$ cat config.mk
export PLATFORM = sky130hd
export DESIGN_NAME = smb_blkbuf
export DESIGN_NICKNAME = d
export VERILOG_FILES = /design/src/rtl/smb_blkbuf_pkg.sv /design/src/rtl/smb_blkbuf_ptr.sv /design/src/rtl/smb_blkbuf_mem.sv /design/src/rtl/smb_blkbuf_aux.sv /design/src/rtl/smb_blkbuf.sv
export SDC_FILE = /design/constraint.sdc
export NUM_CORES = 1
export LEC_CHECK = 0
export BUFFER_PORTS_ARGS = -buffer_cell sky130_fd_sc_hd__buf_2
export CELL_PAD_IN_SITES_DETAIL_PLACEMENT = 0
export CELL_PAD_IN_SITES_GLOBAL_PLACEMENT = 1
export CORE_ASPECT_RATIO = 1.75
export CORE_MARGIN = 3
export CORE_UTILIZATION = 36
export DETAILED_ROUTE_END_ITERATION = 8
export GPL_TIMING_DRIVEN = 0
export PLACE_DENSITY_LB_ADDON = 0.12
export SETUP_SLACK_MARGIN = 0.3
export SLEW_MARGIN = 30
export SYNTH_ARGS = -nofsm -noshare
export SYNTH_HDL_FRONTEND = slang
export SYNTH_SLANG_ARGS = --single-unit
$ cat constraint.sdc
create_clock -name clk -period 2.4 [get_ports clk]
set_input_delay 0.48 -clock clk [delete_from_list [all_inputs] [get_ports clk]]
set_output_delay 0.48 -clock clk [all_outputs]
set_load 0.05 [all_outputs]
$ cat src/rtl/smb_blkbuf_pkg.sv
package smb_blkbuf_pkg;

  // next pointer value, holding at top instead of wrapping
  function automatic int unsigned sat_next(input int unsigned cur, input int unsigned top);
    return (cur >= top) ? top : cur + 1;
  endfunction

  // a legal block length is 1..depth
  function automatic logic len_legal(input int unsigned len, input int unsigned depth);
    return (len != 0) && (len <= depth);
  endfunction

  // pointer sits on the final byte of a legal block
  function automatic logic at_final(input int unsigned ptr, input int unsigned len,
                                    input int unsigned depth);
    return len_legal(len, depth) && (ptr + 1 == len);
  endfunction

endpackage

$ cat src/rtl/smb_blkbuf_ptr.sv
module smb_blkbuf_ptr #(
  parameter int DEPTH = 32,
  localparam int IW = $clog2(DEPTH)
) (
  input  logic          clk,
  input  logic          rst_n,
  input  logic          clr,
  input  logic          adv,
  output logic [IW-1:0] ptr
);
  import smb_blkbuf_pkg::*;

  always_ff @(posedge clk or negedge rst_n) begin
    if (!rst_n)   ptr <= '0;
    else if (clr) ptr <= '0;
    else if (adv) ptr <= IW'(sat_next(32'(ptr), DEPTH - 1));
  end
endmodule

$ cat src/rtl/smb_blkbuf_mem.sv
module smb_blkbuf_mem #(
  parameter int DEPTH = 32,
  parameter int DW    = 8,
  localparam int IW = $clog2(DEPTH)
) (
  input  logic          clk,
  input  logic          a_we,
  input  logic [IW-1:0] a_idx,
  input  logic [DW-1:0] a_d,
  output logic [DW-1:0] a_q,
  input  logic          b_we,
  input  logic [IW-1:0] b_idx,
  input  logic [DW-1:0] b_d,
  output logic [DW-1:0] b_q
);
  logic [DW-1:0] ent [DEPTH];

  for (genvar g = 0; g < DEPTH; g++) begin : g_ent
    always_ff @(posedge clk) begin
      if (b_we && b_idx == IW'(g))      ent[g] <= b_d;
      else if (a_we && a_idx == IW'(g)) ent[g] <= a_d;
    end
  end

  assign a_q = ent[a_idx];
  assign b_q = ent[b_idx];
endmodule

$ cat src/rtl/smb_blkbuf_aux.sv
module smb_blkbuf_aux #(
  parameter bit BUF_SUPPORT = 1'b1
) (
  input  logic       clk,
  input  logic       rst_n,
  input  logic       wr,
  input  logic [7:0] wdata,
  output logic [7:0] rdata,
  output logic       pec_en,
  output logic       buf_en
);
  always_ff @(posedge clk or negedge rst_n) begin
    if (!rst_n) begin
      pec_en <= 1'b0;
      buf_en <= 1'b0;
    end else if (wr) begin
      pec_en <= wdata[0];
      buf_en <= wdata[1] & BUF_SUPPORT;
    end
  end

  assign rdata = {6'b0, buf_en, pec_en};
endmodule

$ cat src/rtl/smb_blkbuf.sv
module smb_blkbuf #(
  parameter int DEPTH       = 32,
  parameter int DW          = 8,
  parameter int CW          = 8,
  parameter bit BUF_SUPPORT = 1'b1,
  localparam int IW = $clog2(DEPTH)
) (
  input  logic          clk,
  input  logic          rst_n,
  input  logic          aux_wr,
  input  logic [7:0]    aux_wdata,
  output logic [7:0]    aux_rdata,
  output logic          pec_en,
  output logic          buf_en,
  input  logic          hst_ctl_rd,
  input  logic          hst_blk_wr,
  input  logic          hst_blk_rd,
  input  logic [DW-1:0] hst_wdata,
  output logic [DW-1:0] hst_rdata,
  input  logic          hst_cnt_wr,
  input  logic [CW-1:0] hst_cnt_wdata,
  output logic [CW-1:0] hst_cnt,
  input  logic          eng_start,
  input  logic          eng_rd,
  input  logic          eng_wr,
  input  logic [DW-1:0] eng_wdata,
  output logic [DW-1:0] eng_rdata,
  input  logic          eng_cnt_wr,
  input  logic [CW-1:0] eng_cnt_wdata,
  output logic          cnt_ok,
  output logic          eng_last
);
  import smb_blkbuf_pkg::*;

  // named internal events, visible to the bound checker
  logic          host_step;
  logic          eng_step;
  logic [IW-1:0] host_idx;
  logic [IW-1:0] eng_idx;
  logic [DW-1:0] store_hq;
  logic [DW-1:0] store_eq;
  logic [DW-1:0] hold_q;
  logic [CW-1:0] cnt_q;

  smb_blkbuf_aux #(.BUF_SUPPORT(BUF_SUPPORT)) u_aux (
    .clk(clk), .rst_n(rst_n), .wr(aux_wr), .wdata(aux_wdata),
    .rdata(aux_rdata), .pec_en(pec_en), .buf_en(buf_en)
  );

  assign host_step = buf_en & (hst_blk_wr | hst_blk_rd);
  assign eng_step  = buf_en & (eng_rd | eng_wr);

  smb_blkbuf_ptr #(.DEPTH(DEPTH)) u_hptr (
    .clk(clk), .rst_n(rst_n), .clr(hst_ctl_rd), .adv(host_step), .ptr(host_idx)
  );

  smb_blkbuf_ptr #(.DEPTH(DEPTH)) u_eptr (
    .clk(clk), .rst_n(rst_n), .clr(eng_start), .adv(eng_step), .ptr(eng_idx)
  );

  smb_blkbuf_mem #(.DEPTH(DEPTH), .DW(DW)) u_mem (
    .clk(clk),
    .a_we(buf_en & hst_blk_wr), .a_idx(host_idx), .a_d(hst_wdata), .a_q(store_hq),
    .b_we(buf_en & eng_wr),     .b_idx(eng_idx),  .b_d(eng_wdata), .b_q(store_eq)
  );

  // single holding byte used while the store is off
  always_ff @(posedge clk or negedge rst_n) begin
    if (!rst_n)                      hold_q <= '0;
    else if (!buf_en && eng_wr)      hold_q <= eng_wdata;
    else if (!buf_en && hst_blk_wr)  hold_q <= hst_wdata;
  end

  // block length register, engine capture wins
  always_ff @(posedge clk or negedge rst_n) begin
    if (!rst_n)          cnt_q <= '0;
    else if (eng_cnt_wr) cnt_q <= eng_cnt_wdata;
    else if (hst_cnt_wr) cnt_q <= hst_cnt_wdata;
  end

  assign hst_rdata = buf_en ? store_hq : hold_q;
  assign eng_rdata = buf_en ? store_eq : hold_q;
  assign hst_cnt   = cnt_q;
  assign cnt_ok    = len_legal(32'(cnt_q), DEPTH);
  assign eng_last  = at_final(32'(eng_idx), 32'(cnt_q), DEPTH);
endmodule

==> impl_results.md <==
- HP Start: eng_cnt_wdata[0]
- CP startpoint kind: flip-flop
- Clock buffer depth: 3
- Hold crit path type: in -> reg
- CTS tree: done
- Max Freq: approximately 300 MHz
- Routability congestion estimate: 0.996
- Slew HR: 27.2%
- Largest fanout on the critical path: 8
- RR Startpoint: u_eptr.ptr[0]$_DFFE_PN0P_
- Warnings, synthesis: 0
- FF-to-FF path depth: 17
- Worst Tran Pin Value: roughly 1100 ps
- Vias after detailed routing: around 13000
- Synth top area cells: edfxtp_1 (43%), mux2_2 (16%), mux4_2 (10%)
- #FFs+latches synth: 284
- Starting density of the core: between 30% and 40%
- Remaining DRCs: 0
- Tcrit/Tclk final: 142%
- First-pass GRT wire length: 109000 um
- Die width: 174 um
- Max-cap check violation count: 0
- First-pass DRT Iterations: 5
- Cell Area, Placed: about 0.021 sq mm
- Synth cell count leaders: mux2_2 (258), edfxtp_1 (256), mux2i_1 (94)
- Final wirelength: 81100 um
- Layout cells sized above 1: between 50 and 60%
- Top Family by Delay on Critical Path: compound AO/OA/AOI/OAI gates
- CTS sink count: between 200 and 300
- Buf+Inv Stages, Crit Path: 3
- Top cell type's share of synthesized area: between 40% and 50%
- Final ANT Viol Nets: 0
- All-Layer GR Usage: between 30% and 40%
- Max IR drop VDD: between 400 and 500 uV
- Switching Share: a little under a third
- Post-DR wirelength/cell: about 37 um
- Register share of total power: 39.0%
- Average size of a mapped cell: 13.6 sq um
- Die height: between 300 and 400 um
- Vias per cell: roughly 6
- Largest net degree at the start of global routing: 29
- Final Net Count: 1590
- Clock share of power: about a third
- GRT overflow: 0
- RSZ-0062 raised after global routing: yes
- Combinational Power Share: roughly 28%
- Sw power: 0.00442 W
- Worst EP arrival: between 2000 and 3000 ps
- Final setup vio count: between 300 and 400
- Diode count: 0
- Vias in the first global route: between 10000 and 15000
- Yosys cell types: between 60 and 70
- Leak: approximately 8.4 nW
- Ys async rst share: 9.86%
- Gate Count Post-Synth: 1312
- Crit path cell chain: buf_12 > buf_16 > mux4_2 > o211ai_1 > a211oi_4 > buf_6
- Ports: between 80 and 90
- PwrDens: about 590 mW/mm^2
- Worst Setup SP: u_hptr.ptr[0]$_DFFE_PN0P_
- Final Slew Violations: 0
- Worst Skew: slightly below 9 ps
- Hold path depth: 3
- DRT iter0 DRCs: about 1200
- Fin crit period: 3410 ps
- CP max stage delay: roughly 690 ps
- Setup TNS: -92680 ps
- Initial antenna violation count: 0
- Detail Placement HPWL: 60500 um
- Outcome: finished, violations left
- Final Hold Fails: 0
- Number of synthesized flops with an enable pin: between 200 and 300
- Failing checks: setup timing
- Most frequent cell after synthesis: mux2_2
- Port bufs: roughly 70
- Clk slew on worst S/H paths: about 70 ps
- Sequential fraction of the synthesis area: a little under half
- Core region area: around 0.05 sq mm
- Worst Setup End Kind: output port
- Setup CP Type: reg -> out
- Area growth syn-to-layout: 36.2%
- Slowest CP cell: o211ai_1
- Stages on the worst setup path: 6
- H-tree depth: 1
- WP data required: between 1500 and 2000 ps
- Internal power: 0.00987 W
- TritonCTS buffer count: 30
- FP Rows: 107
- Top FF cell, synth: edfxtp_1
- Netlist Area Pre-Place: 0.0178 sq mm
- Clk_lat worst skew: approximately 580 ps
- Design Area, Final: about 0.024 sq mm
- Cell taking the most area after synthesis: edfxtp_1
- Clock Tree Root: clkbuf_16
- Die footprint: 0.0522 sq mm
- Setup slack after layout: -1010 ps
==> repair_timing <==
action / in CTS / in global routing
pin swaps: 42 / 38
resized for setup: 277 / 83
hold endpoints to repair: 26 / 0
gates cloned: 1 / 3
endpoints found under the setup margin: 534 / 519
hold buffers: 1 / 0
setup buffers: 60 / 41
==> logic make-up (layout without fill, tap and decap cells) <==
family          after synthesis  count (layout)  share of synthesized area (%)
xor+xnor                      8               8                          0.394
other cells                   1               6                         0.0211
simple gates                226             226                           7.13
fa+ha+maj                    12              12                          0.844
mux                         437             437                           32.3
flops                       284             284                           47.2
compound gates              192             192                           7.65
buf+inv                     152             382                           4.48
==> tightest hold or removal path, cell delays in order <==
cell     delay (ps)
buf_2            80
nand2_1          50
o21ai_0          60
==> layout by cell type, fill, tap and decap left out, drive strengths merged, types with 4 or more instances in the layout <==
cell / instances
xor2: 4
mux2i: 94
clkbuf: 91
nor3: 9
buf: 266
a211oi: 38
mux4: 83
ha: 12
clkinv: 12
inv: 7
conb: 6
and2: 7
a22o: 6
nor2b: 17
xnor2: 4
a31oi: 5
nor2: 36
and3: 14
a21boi: 5
o21ai: 39
nand4: 12
mux2: 260
a21oi: 20
a311oi: 4
dfrtp: 28
edfxtp: 256
o22ai: 29
a22oi: 25
nand2: 87
nand3: 24
nor4: 8
a2111oi: 9
==> area by class of cell <==
cell class                      instances  area [sq um]
Tap cell                              654           818
Timing Repair Buffer                  178          1690
Inverter                                9          73.8
Multi-Input combinational cell        881         10700
Fill cell                            4299         24500
Clock inverter                         15           149
Clock buffer                           37           798
Sequential cell                       284          8400
Buffer                                143          1550
==> worst paths after layout <==
kind                       slack, ps                    endpoint
min                              120      hst_cnt[0]$_DFFE_PN0P_
max in group asynchronous       1300   u_hptr.ptr[0]$_DFFE_PN0P_
min in group asynchronous        520      hst_cnt[7]$_DFFE_PN0P_
max                            -1010                hst_rdata[1]
max reg2reg                     -740  u_mem.ent[14][7]$_DFFE_PP_
min reg2reg                      490       hold_q[1]$_DFFE_PN0P_
==> power by group through the flow <==
stage / sequential, W / combinational (W) / clock [W]
floorplan: 0.00571 / 0.00204 / 0
global placement: 0.00568 / 0.00314 / 0
detailed placement: 0.00568 / 0.00316 / 0
CTS: 0.00558 / 0.00370 / 0.00478
global route: 0.00559 / 0.00405 / 0.00494
finish: 0.00558 / 0.00397 / 0.00474
==> metrics by stage <==
| stage | total power [W] | hold slack, ps | worst slack [ps] | utilization (%) | cells |
|---|---|---|---|---|---|
| finish | 0.0143 | 117 | -1010 | 49.7 | 2201 |
| global route | 0.0146 | 128 | -1020 | 49.7 | 2201 |
| CTS | 0.0141 | 91.3 | -984 | 47.9 | 2157 |
| detailed placement | 0.00884 | 477 | -1470 | 42.1 | 2043 |
| global placement | 0.00882 | 467 | -1460 | 42.0 | 2043 |
| floorplan | 0.00774 | 184 | -640 | - | 1317 |
==> layer usage <==
metal	wire, um	up-vias	GRT usage, %
met3	3600	234	3.10
li1	-	5573	-
met1	28200	6855	32.7
met2	40500	600	52.2
met4	8850	0	26.0
met5	0	-	0
==> registers in the layout, indices dropped and copies added, names as in the netlist <==
| register | count |
|---|---|
| hold_q | 8 |
| hst_cnt | 8 |
| u_aux.buf_en | 1 |
| u_aux.pec_en | 1 |
| u_eptr.ptr | 5 |
| u_hptr.ptr | 5 |
| u_mem.ent | 256 |
Power figures use the tool's default switching activity.
